File: config.mk
export PLATFORM = sky130hd
export DESIGN_NAME = mc16_core
export DESIGN_NICKNAME = d
export VERILOG_FILES = /design/src/rtl/mc16_pkg.sv /design/src/rtl/mc16_alu.sv /design/src/rtl/mc16_regfile.sv /design/src/rtl/mc16_ctrl.sv /design/src/rtl/mc16_core.sv
export SDC_FILE = /design/constraint.sdc
export NUM_CORES = 1
export LEC_CHECK = 0
export BUFFER_PORTS_ARGS = -buffer_cell sky130_fd_sc_hd__buf_2
export CAP_MARGIN = 20
export CORE_MARGIN = 3
export CORE_UTILIZATION = 50
export DETAILED_ROUTE_END_ITERATION = 8
export PLACE_DENSITY = 0.66
export SLEW_MARGIN = 20
export SYNTH_ARGS = -nofsm -noshare
export SYNTH_HDL_FRONTEND = slang
export SYNTH_SLANG_ARGS = --single-unit
File: constraint.sdc
create_clock -name clk_i -period 10.4 [get_ports clk_i]
set_input_delay 1.04 -clock clk_i [delete_from_list [all_inputs] [get_ports clk_i]]
set_output_delay 1.04 -clock clk_i [all_outputs]
set_load 0.05 [all_outputs]
File: src/rtl/mc16_pkg.sv
package mc16_pkg;
  localparam int XLEN   = 16;
  localparam int NREG   = 8;
  localparam int RIDX_W = $clog2(NREG);
  localparam int IMM_W  = 7;
  localparam int TGT_W  = 13;

  localparam logic [2:0] OP_RR   = 3'd0;
  localparam logic [2:0] OP_LOAD = 3'd1;
  localparam logic [2:0] OP_STOR = 3'd2;
  localparam logic [2:0] OP_BEQ  = 3'd3;
  localparam logic [2:0] OP_ADDI = 3'd4;
  localparam logic [2:0] OP_JMP  = 3'd5;
  localparam logic [2:0] OP_HALT = 3'd7;
  localparam logic [3:0] FN_MAX  = 4'd4;

  typedef enum logic [3:0] {
    S_FETCH, S_DECODE, S_EXR, S_EXI, S_MADDR, S_LDRD, S_STWR,
    S_BRCMP, S_BRADD, S_JMP, S_HALT
  } st_e;

  typedef enum logic [2:0] {
    ALU_ADD = 3'd0, ALU_SUB = 3'd1, ALU_AND = 3'd2, ALU_OR = 3'd3, ALU_SLT = 3'd4
  } alu_op_e;

  typedef enum logic [1:0] {BSEL_REG, BSEL_ONE, BSEL_IMM} bsel_e;

  typedef struct packed {
    logic    ir_ld;
    logic    pc_ld;
    logic    pc_jmp;
    logic    ab_ld;
    logic    mar_ld;
    logic    rf_we;
    logic    rf_from_mem;
    logic    rf_to_rd;
    logic    a_pc;
    bsel_e   bsel;
    alu_op_e aop;
    logic    mem_rd;
    logic    mem_wr;
    logic    addr_mar;
  } ctrl_t;
endpackage

File: src/rtl/mc16_alu.sv
module mc16_alu
  import mc16_pkg::*;
#(
  parameter int W = 16
) (
  input  logic [W-1:0] a_i,
  input  logic [W-1:0] b_i,
  input  alu_op_e      op_i,
  output logic [W-1:0] y_o,
  output logic         zero_o
);
  always_comb begin
    unique case (op_i)
      ALU_ADD: y_o = a_i + b_i;
      ALU_SUB: y_o = a_i - b_i;
      ALU_AND: y_o = a_i & b_i;
      ALU_OR:  y_o = a_i | b_i;
      ALU_SLT: y_o = {{(W-1){1'b0}}, ($signed(a_i) < $signed(b_i))};
      default: y_o = '0;
    endcase
  end
  assign zero_o = (y_o == '0);
endmodule

File: src/rtl/mc16_regfile.sv
module mc16_regfile #(
  parameter int W = 16,
  parameter int N = 8,
  localparam int AW = $clog2(N)
) (
  input  logic          clk_i,
  input  logic          rst_ni,
  input  logic          we_i,
  input  logic [AW-1:0] waddr_i,
  input  logic [W-1:0]  wdata_i,
  input  logic [AW-1:0] raddr_a_i,
  input  logic [AW-1:0] raddr_b_i,
  output logic [W-1:0]  rdata_a_o,
  output logic [W-1:0]  rdata_b_o
);
  logic [W-1:0] regs [N];

  for (genvar i = 0; i < N; i++) begin : g_reg
    always_ff @(posedge clk_i or negedge rst_ni) begin
      if (!rst_ni)                              regs[i] <= '0;
      else if (we_i && waddr_i == AW'(i))       regs[i] <= wdata_i;
    end
  end

  assign rdata_a_o = regs[raddr_a_i];
  assign rdata_b_o = regs[raddr_b_i];
endmodule

File: src/rtl/mc16_ctrl.sv
module mc16_ctrl
  import mc16_pkg::*;
(
  input  logic       clk_i,
  input  logic       rst_ni,
  input  logic [2:0] opcode_i,
  input  logic [3:0] funct_i,
  input  logic       zero_i,
  output st_e        st_o,
  output ctrl_t      c_o
);
  st_e st_q, st_d;

  always_ff @(posedge clk_i or negedge rst_ni) begin
    if (!rst_ni) st_q <= S_FETCH;
    else         st_q <= st_d;
  end

  always_comb begin
    st_d = S_FETCH;
    unique case (st_q)
      S_DECODE: begin
        unique case (opcode_i)
          OP_RR:            st_d = (funct_i <= FN_MAX) ? S_EXR : S_FETCH;
          OP_LOAD, OP_STOR: st_d = S_MADDR;
          OP_BEQ:           st_d = S_BRCMP;
          OP_ADDI:          st_d = S_EXI;
          OP_JMP:           st_d = S_JMP;
          OP_HALT:          st_d = S_HALT;
          default:          st_d = S_FETCH;
        endcase
      end
      S_FETCH: st_d = S_DECODE;
      S_MADDR: st_d = (opcode_i == OP_LOAD) ? S_LDRD : S_STWR;
      S_BRCMP: st_d = zero_i ? S_BRADD : S_FETCH;
      S_HALT:  st_d = S_HALT;
      default: st_d = S_FETCH;
    endcase
  end

  always_comb begin
    c_o      = '0;
    c_o.bsel = BSEL_REG;
    c_o.aop  = ALU_ADD;
    unique case (st_q)
      S_FETCH: begin
        c_o.ir_ld = 1'b1; c_o.pc_ld = 1'b1; c_o.a_pc = 1'b1;
        c_o.bsel  = BSEL_ONE; c_o.mem_rd = 1'b1;
      end
      S_DECODE: c_o.ab_ld = 1'b1;
      S_EXR: begin
        c_o.rf_we = 1'b1; c_o.rf_to_rd = 1'b1;
        c_o.aop   = alu_op_e'(funct_i[2:0]);
      end
      S_EXI: begin
        c_o.rf_we = 1'b1; c_o.bsel = BSEL_IMM;
      end
      S_MADDR: begin
        c_o.mar_ld = 1'b1; c_o.bsel = BSEL_IMM;
      end
      S_LDRD: begin
        c_o.mem_rd = 1'b1; c_o.addr_mar = 1'b1;
        c_o.rf_we  = 1'b1; c_o.rf_from_mem = 1'b1;
      end
      S_STWR: begin
        c_o.mem_wr = 1'b1; c_o.addr_mar = 1'b1;
      end
      S_BRCMP: c_o.aop = ALU_SUB;
      S_BRADD: begin
        c_o.a_pc = 1'b1; c_o.bsel = BSEL_IMM; c_o.pc_ld = 1'b1;
      end
      S_JMP: begin
        c_o.pc_ld = 1'b1; c_o.pc_jmp = 1'b1;
      end
      default: ;
    endcase
  end

  assign st_o = st_q;
endmodule

File: src/rtl/mc16_core.sv
module mc16_core
  import mc16_pkg::*;
(
  input  logic            clk_i,
  input  logic            rst_ni,
  output logic [XLEN-1:0] mem_addr_o,
  output logic            mem_rd_o,
  output logic            mem_wr_o,
  output logic [XLEN-1:0] mem_wdata_o,
  input  logic [XLEN-1:0] mem_rdata_i,
  output logic            halted_o
);
  logic [XLEN-1:0] ir_q, pc_q, a_q, b_q, mar_q;
  logic [XLEN-1:0] rf_a, rf_b, alu_a, alu_b, alu_y, imm_sx, tgt_zx, rf_wdata;
  logic [RIDX_W-1:0] rs, rt, rd, rf_waddr;
  logic  alu_zero;
  ctrl_t c;
  st_e   st;

  assign rs     = ir_q[12:10];
  assign rt     = ir_q[9:7];
  assign rd     = ir_q[6:4];
  assign imm_sx = {{(XLEN-IMM_W){ir_q[IMM_W-1]}}, ir_q[IMM_W-1:0]};
  assign tgt_zx = {{(XLEN-TGT_W){1'b0}}, ir_q[TGT_W-1:0]};

  mc16_ctrl u_ctrl (
    .clk_i, .rst_ni,
    .opcode_i(ir_q[15:13]), .funct_i(ir_q[3:0]), .zero_i(alu_zero),
    .st_o(st), .c_o(c)
  );

  assign rf_waddr = c.rf_to_rd ? rd : rt;
  assign rf_wdata = c.rf_from_mem ? mem_rdata_i : alu_y;

  mc16_regfile #(.W(XLEN), .N(NREG)) u_rf (
    .clk_i, .rst_ni,
    .we_i(c.rf_we), .waddr_i(rf_waddr), .wdata_i(rf_wdata),
    .raddr_a_i(rs), .raddr_b_i(rt), .rdata_a_o(rf_a), .rdata_b_o(rf_b)
  );

  assign alu_a = c.a_pc ? pc_q : a_q;
  always_comb begin
    unique case (c.bsel)
      BSEL_ONE: alu_b = XLEN'(1);
      BSEL_IMM: alu_b = imm_sx;
      default:  alu_b = b_q;
    endcase
  end

  mc16_alu #(.W(XLEN)) u_alu (
    .a_i(alu_a), .b_i(alu_b), .op_i(c.aop), .y_o(alu_y), .zero_o(alu_zero)
  );

  always_ff @(posedge clk_i or negedge rst_ni) begin
    if (!rst_ni) begin
      ir_q <= '0; pc_q <= '0; a_q <= '0; b_q <= '0; mar_q <= '0;
    end else begin
      if (c.ir_ld)  ir_q  <= mem_rdata_i;
      if (c.pc_ld)  pc_q  <= c.pc_jmp ? tgt_zx : alu_y;
      if (c.ab_ld)  begin a_q <= rf_a; b_q <= rf_b; end
      if (c.mar_ld) mar_q <= alu_y;
    end
  end

  assign mem_addr_o  = c.addr_mar ? mar_q : pc_q;
  assign mem_rd_o    = c.mem_rd;
  assign mem_wr_o    = c.mem_wr;
  assign mem_wdata_o = b_q;
  assign halted_o    = (st == S_HALT);
endmodule

* Word level (Yosys, flattened, before mapping)
Cells that the tools add are included.
W data, S select, Z words.
** Storage, ports and cells
- Flip-flop bits (word level) :: 212
- Latch bits :: 0
- Bits in writable memories :: 0
- ROM bits :: 0
- Input bits :: 18
- Output and inout port bits :: 35
- Word-level logic and storage cells :: 105
- Memories :: 0
** Operators by class
- Add/subtract/negate cells :: 2
- Multiply operators :: 0
- Div/mod/pow operators :: 0
- Magnitude comparators :: 4
- Equal/unequal tests :: 29
- Shifts and indexed selects :: 0
- Multiplexer cells :: 32
- Bitwise operators :: 4
- Reductions and logical operators :: 20
** Operator list (count)
- $mux W16 :: 8
- $bmux W16 S3 :: 2
- $pmux W16 S5 :: 1
- $pmux W16 S2 :: 1
- $eq A3 B3 Y1 const B :: 8
- $pmux W4 S6 :: 1
- $pmux W4 S5 :: 1
- $eq A3 B2 Y1 const B :: 6
- $add A16 B16 Y16 :: 1
- $and A16 B16 Y16 :: 1
- $eq A4 B3 Y1 const B :: 4
- $logic_not A16 Y1 :: 1
- $lt A16 B16 Y1 :: 1
- $or A16 B16 Y16 :: 1
- $sub A16 B16 Y16 :: 1
- $eq A4 B4 Y1 const B :: 3
- $mux W1 :: 12
- $eq A3 B1 Y1 const B :: 3
- $logic_not A3 Y1 :: 3
- $reduce_or A3 Y1 :: 3
- $eq A4 B2 Y1 const B :: 2
- $ge A4 B4 Y1 const B :: 2
- $logic_and A1 B1 Y1 :: 8
- $not A3 Y4 :: 2
- 11 further kinds :: 15

* Longest topological paths before layout
- Depth in word-level cells :: 10
- Gate-level depth with buffers :: 21
- Mapped depth without buffers :: 20

* By module
Synthesis repeated with hierarchy kept, for this count alone.
** Unflattened totals
- Cell total of the unflattened synthesis :: 1133
- Area, all modules :: 14302.5 um2
** Modules (own cells, without submodules)
- mc16_regfile :: instances 1, cells an instance 393, area an instance 7000.5 um2, sequential area each 3203.1 um2
- mc16_core :: instances 1, cells an instance 302, area an instance 4267.8 um2, sequential area each 2001.9 um2
- mc16_alu :: instances 1, cells an instance 378, area an instance 2583.7 um2, sequential area each 0.0 um2
- mc16_ctrl :: instances 1, cells an instance 60, area an instance 450.4 um2, sequential area each 100.1 um2

* Least setup slack after synthesis
OpenSTA, ideal clock, no wires.
- Path type :: reg-to-reg
- From :: register u_ctrl.st_q[3] (netlist: u_ctrl.st_o[3])
- To :: register u_rf.regs[110] in the netlist's numbering
- Data arrival time :: 4454 ps
- Setup slack :: 5821 ps
- Cell stages (with the launch flop) :: 21
- Path buffers :: 2
- Cell sequence :: dfrtp_1 -> clkbuf_1 -> nand2b_1 -> a21boi_0 -> a31o_2 -> ha_1 -> clkbuf_1 -> o21ai_0 -> ha_1 -> inv_1 -> fa_1 -> nor2b_1 -> o311ai_0 -> a21o_1 -> o21ai_0 -> a211oi_1 -> a211oi_1 -> xnor2_1 -> a21oi_2 -> a21oi_1 -> mux2_2
** Between the ends
- Word-level cells in the longest chain between the ends :: 8
** Ends and longest elaborated chain
- from (decl) :: line mc16_ctrl.sv:12 : st_e st_q, st_d;
- from (signal assigned) :: line mc16_ctrl.sv:16 : else st_q <= st_d;
- $eq A4 B2 Y1, or another cell as far along :: line mc16_ctrl.sv:45 : unique case (st_q)
- $reduce_or A3 Y1 (no line)
- $pmux W2 S2 :: line mc16_ctrl.sv:45
- $eq A2 B2 Y1 or $eq A2 B1 Y1 (tied branches) :: line mc16_core.sv:43 : unique case (c.bsel)
- $pmux W16 S2 :: line mc16_core.sv:43
- $sub A16 B16 Y16, or another cell as far along :: line mc16_alu.sv:15 : ALU_SUB: y_o = a_i - b_i;
- $pmux W16 S5 :: line mc16_alu.sv:13 : unique case (op_i)
- $mux W16 :: line mc16_core.sv:33 : assign rf_wdata = c.rf_from_mem ? mem_rdata_i : alu_y;
- to (signal, indexed assignment) :: line mc16_regfile.sv:21 : else if (we_i && waddr_i == AW'(i)) regs[i] <= wdata_i;
- to (decl) :: line mc16_regfile.sv:16 : logic [W-1:0] regs [N];
Several ways; a longest one is shown, not always the timed one.
A chain may end at the register's enable or synchronous reset.

* Worst setup path after layout
Ends and elaborated chain as after synthesis.

==> metrics.txt <==
combinational family with the most area after synthesis multiplexers; CTS tree done; drt initial violations 1066; post-synthesis cell area 12800 µm²; outcome finished clean; routed len/inst 23.0 µm; first-pass GRT wire length 55700 µm; placed instance area 13400 µm²; hold path depth 2; largest net degree at the start of global routing 87; Layout area overhead 10.8%; dominant cell type by area after synthesis dfrtp_1; gr busiest metal met2; Clk Latency, worst-skew pair 0.52 ns; Reg2Reg Setup Slack 4.58 ns; post-synthesis adder-cell area fraction 5.20%; Post-synth EDFFs 0; routed wire length 35400 µm; clk buf depth 3; setup TNS 0 ns; Crit. End Element flop; xor/xnor share of the synthesized area 0.958%; final hold vios 0; CP Max Fanout 18; crit path DAT 6.27 ns; GRT Util Overall 25.4%; Synth top area share 41.5%; Top delay family on crit path compound AO/OA/AOI/OAI gates; Setup crit start kind flop; ANT cells 0; TritonCTS Buffers 24; routed via count 9567; commonest non-fill, non-tap cells in the layout dfrtp_1, mux2_2, nor2_1; post-route ant nets 0; R2R cell count 18; Crit path buffers/inverters 1; Compound-Gate Fraction of Synth Area 12.1%; top_reg_cell synth dfrtp_1; # DRC 0; RSZ-0062 raised after global routing false; clock sink count 212; Worst Hold End pc_q[14]; fin crit period 5.82 ns; dpl hpwl 24300 µm; sequential share of the synthesized area 41.5%; postcts setup bufs 0; Slew Viols, Final 0; CP cell instances nand2b_1 -> a21boi_0 -> a31o_2 -> ha_1 -> o21ai_0 -> ha_1 -> inv_1 -> fa_1 -> nor2b_1 -> o311ai_0 -> a21o_1 -> o21ai_0 -> a211oi_1 -> a211oi_1 -> xnor2_1 -> a21oi_2 -> a21oi_1 -> mux2_2; cells after synthesis 1166; Ports 53; Worst-Margin Slew 1.06 ns; critical path type reg -> reg; M1 GR Usage 37.3%; worst rel slew slack 29.4%; DP Worst Slack 4.90 ns; Achievable Freq 172 MHz; Overflow after GRT 0; width of the die 166 µm; die height 166 µm; Ys Warns 0; layout cells sized above 1 29.6%; met2 Usage GRT 40.7%; # rows 57; top cells by area, synth dfrtp_1, mux2_2, mux4_2; clk root buf clkbuf_16; Worst path slowest cell dfrtp_1; Worst Hold Launch pc_q[14]; mean post-synth cell area 11.0 µm²; CORE AREA 24700 µm²; final instance area 14200 µm²; Layout Nets 1265; #FFs+latches synth 212; worst reg2reg path startpoint u_ctrl.st_o[3]; Critical Path RT 10.85 ns; vias in the first global route 9394; cts hold-fix bufs 0; PortBufs 52; met3 GRT Util 3.02%; FFs w/ async S/R, synth 100%; vias per cell 6.22; Post-Synth Simple-Gate Area 9.18%; final setup margin 4.58 ns; initial core utilization 51.7%; Setup violations, final 0; max_cap viols 0; commonest non-fill, non-tap cell in the layout dfrtp_1; Synth cell types 68; post-cts sizing count 0; CP max stage delay 0.66 ns; initial antenna violation count 0; Net Count, Synth 1236; CTS H-Tree Depth 1; die area 27600 µm²; crit share post-route 56.0%; worst reg2reg endpoint u_rf.regs[110]; Max Clock Skew 0.0205 ns; mux share of post-synthesis cell area 27.2%; clk slew on worst S/H paths 0.06 ns; Initial DRT Pass Iterations 6; placer congestion estimate 0.945; Hold/Removal Path Class reg -> reg
-- area by class of cell --
cell class                      count  area [µm²]
Tap cell                          324         405
Inverter                           52         195
Clock buffer                       36         727
Fill cell                        2098       10600
Multi-Input combinational cell    829        7040
Timing Repair Buffer               76         450
Sequential cell                   212        5310
Clock inverter                      8        47.5
-- worst max-delay path by stage --
stage | from | end | slack [ns] | cells past startpoint
3_5_place_dp | u_ctrl.st_o[3] | u_rf.regs[62] | 4.90 | 18
6_report | u_ctrl.st_o[3] | u_rf.regs[110] | 4.58 | 18
5_1_grt | u_ctrl.st_o[3] | u_rf.regs[110] | 4.23 | 19
2_1_floorplan | u_ctrl.st_o[3] | u_rf.regs[110] | 5.82 | 20
4_1_cts | u_ctrl.st_o[3] | u_rf.regs[110] | 4.80 | 18
3_3_place_gp | u_ctrl.st_o[2] | u_rf.regs[94] | 4.99 | 19
-- synth_stat cells (3+ instances only) --
library cell	n
mux4_2	64
nand4_1	3
o21a_1	3
a22oi_1	14
a21boi_0	3
buf_1	6
nor3_1	13
nand2_1	94
or3_1	4
a21oi_2	3
a22o_1	7
a211o_1	3
a21oi_1	103
nand2b_1	12
mux2i_1	37
mux2_2	148
a21o_1	9
inv_1	52
nor2b_1	6
xor2_1	4
o21ai_0	34
xnor2_1	10
clkbuf_1	51
a31oi_1	9
a211oi_1	20
nor2_1	123
ha_1	50
o211ai_1	3
dfrtp_1	212
buf_2	13
-- state kept, by name, indices dropped and copies added (netlist names) --
| register | cells |
|---|---|
| ir_q | 16 |
| a_q | 16 |
| mar_q | 16 |
| mem_wdata_o | 16 |
| pc_q | 16 |
| u_ctrl.st_o | 4 |
| u_rf.regs | 128 |
-- per-layer routing --
layer | part of all wire (%) | routed length, µm
met3 | 6.0 | 2120
met2 | 46 | 16400
met4 | 2.6 | 924
met5 | 0 | 0
met1 | 45 | 16000
-- worst min-delay path, stage by stage (launching register included) --
cell     delay, ns
dfrtp_1       0.36
nand2_1       0.05
o21ai_0       0.06
-- cells by family after synthesis --
group	Yosys count
AND/OR/NAND/NOR	273
multiplexers	249
AO/OA/AOI/OAI	241
flip-flops	212
buffers and inverters	125
adder cells (fa/ha/maj)	52
XOR/XNOR	14
-- through the flow --
step / std cells / util [%] / hold slack (ns)
final: 1537 / 57.3 / 0.510
after global placement: 1493 / 54.1 / 0.489
after detailed placement: 1493 / 54.1 / 0.494
after global routing: 1537 / 57.3 / 0.541
after CTS: 1537 / 57.2 / 0.510
after floorplan: 1166 / - / 0.466
Power is not shown: default switching activity piles up to over one toggle a cycle in this logic, so the estimate is an artifact.
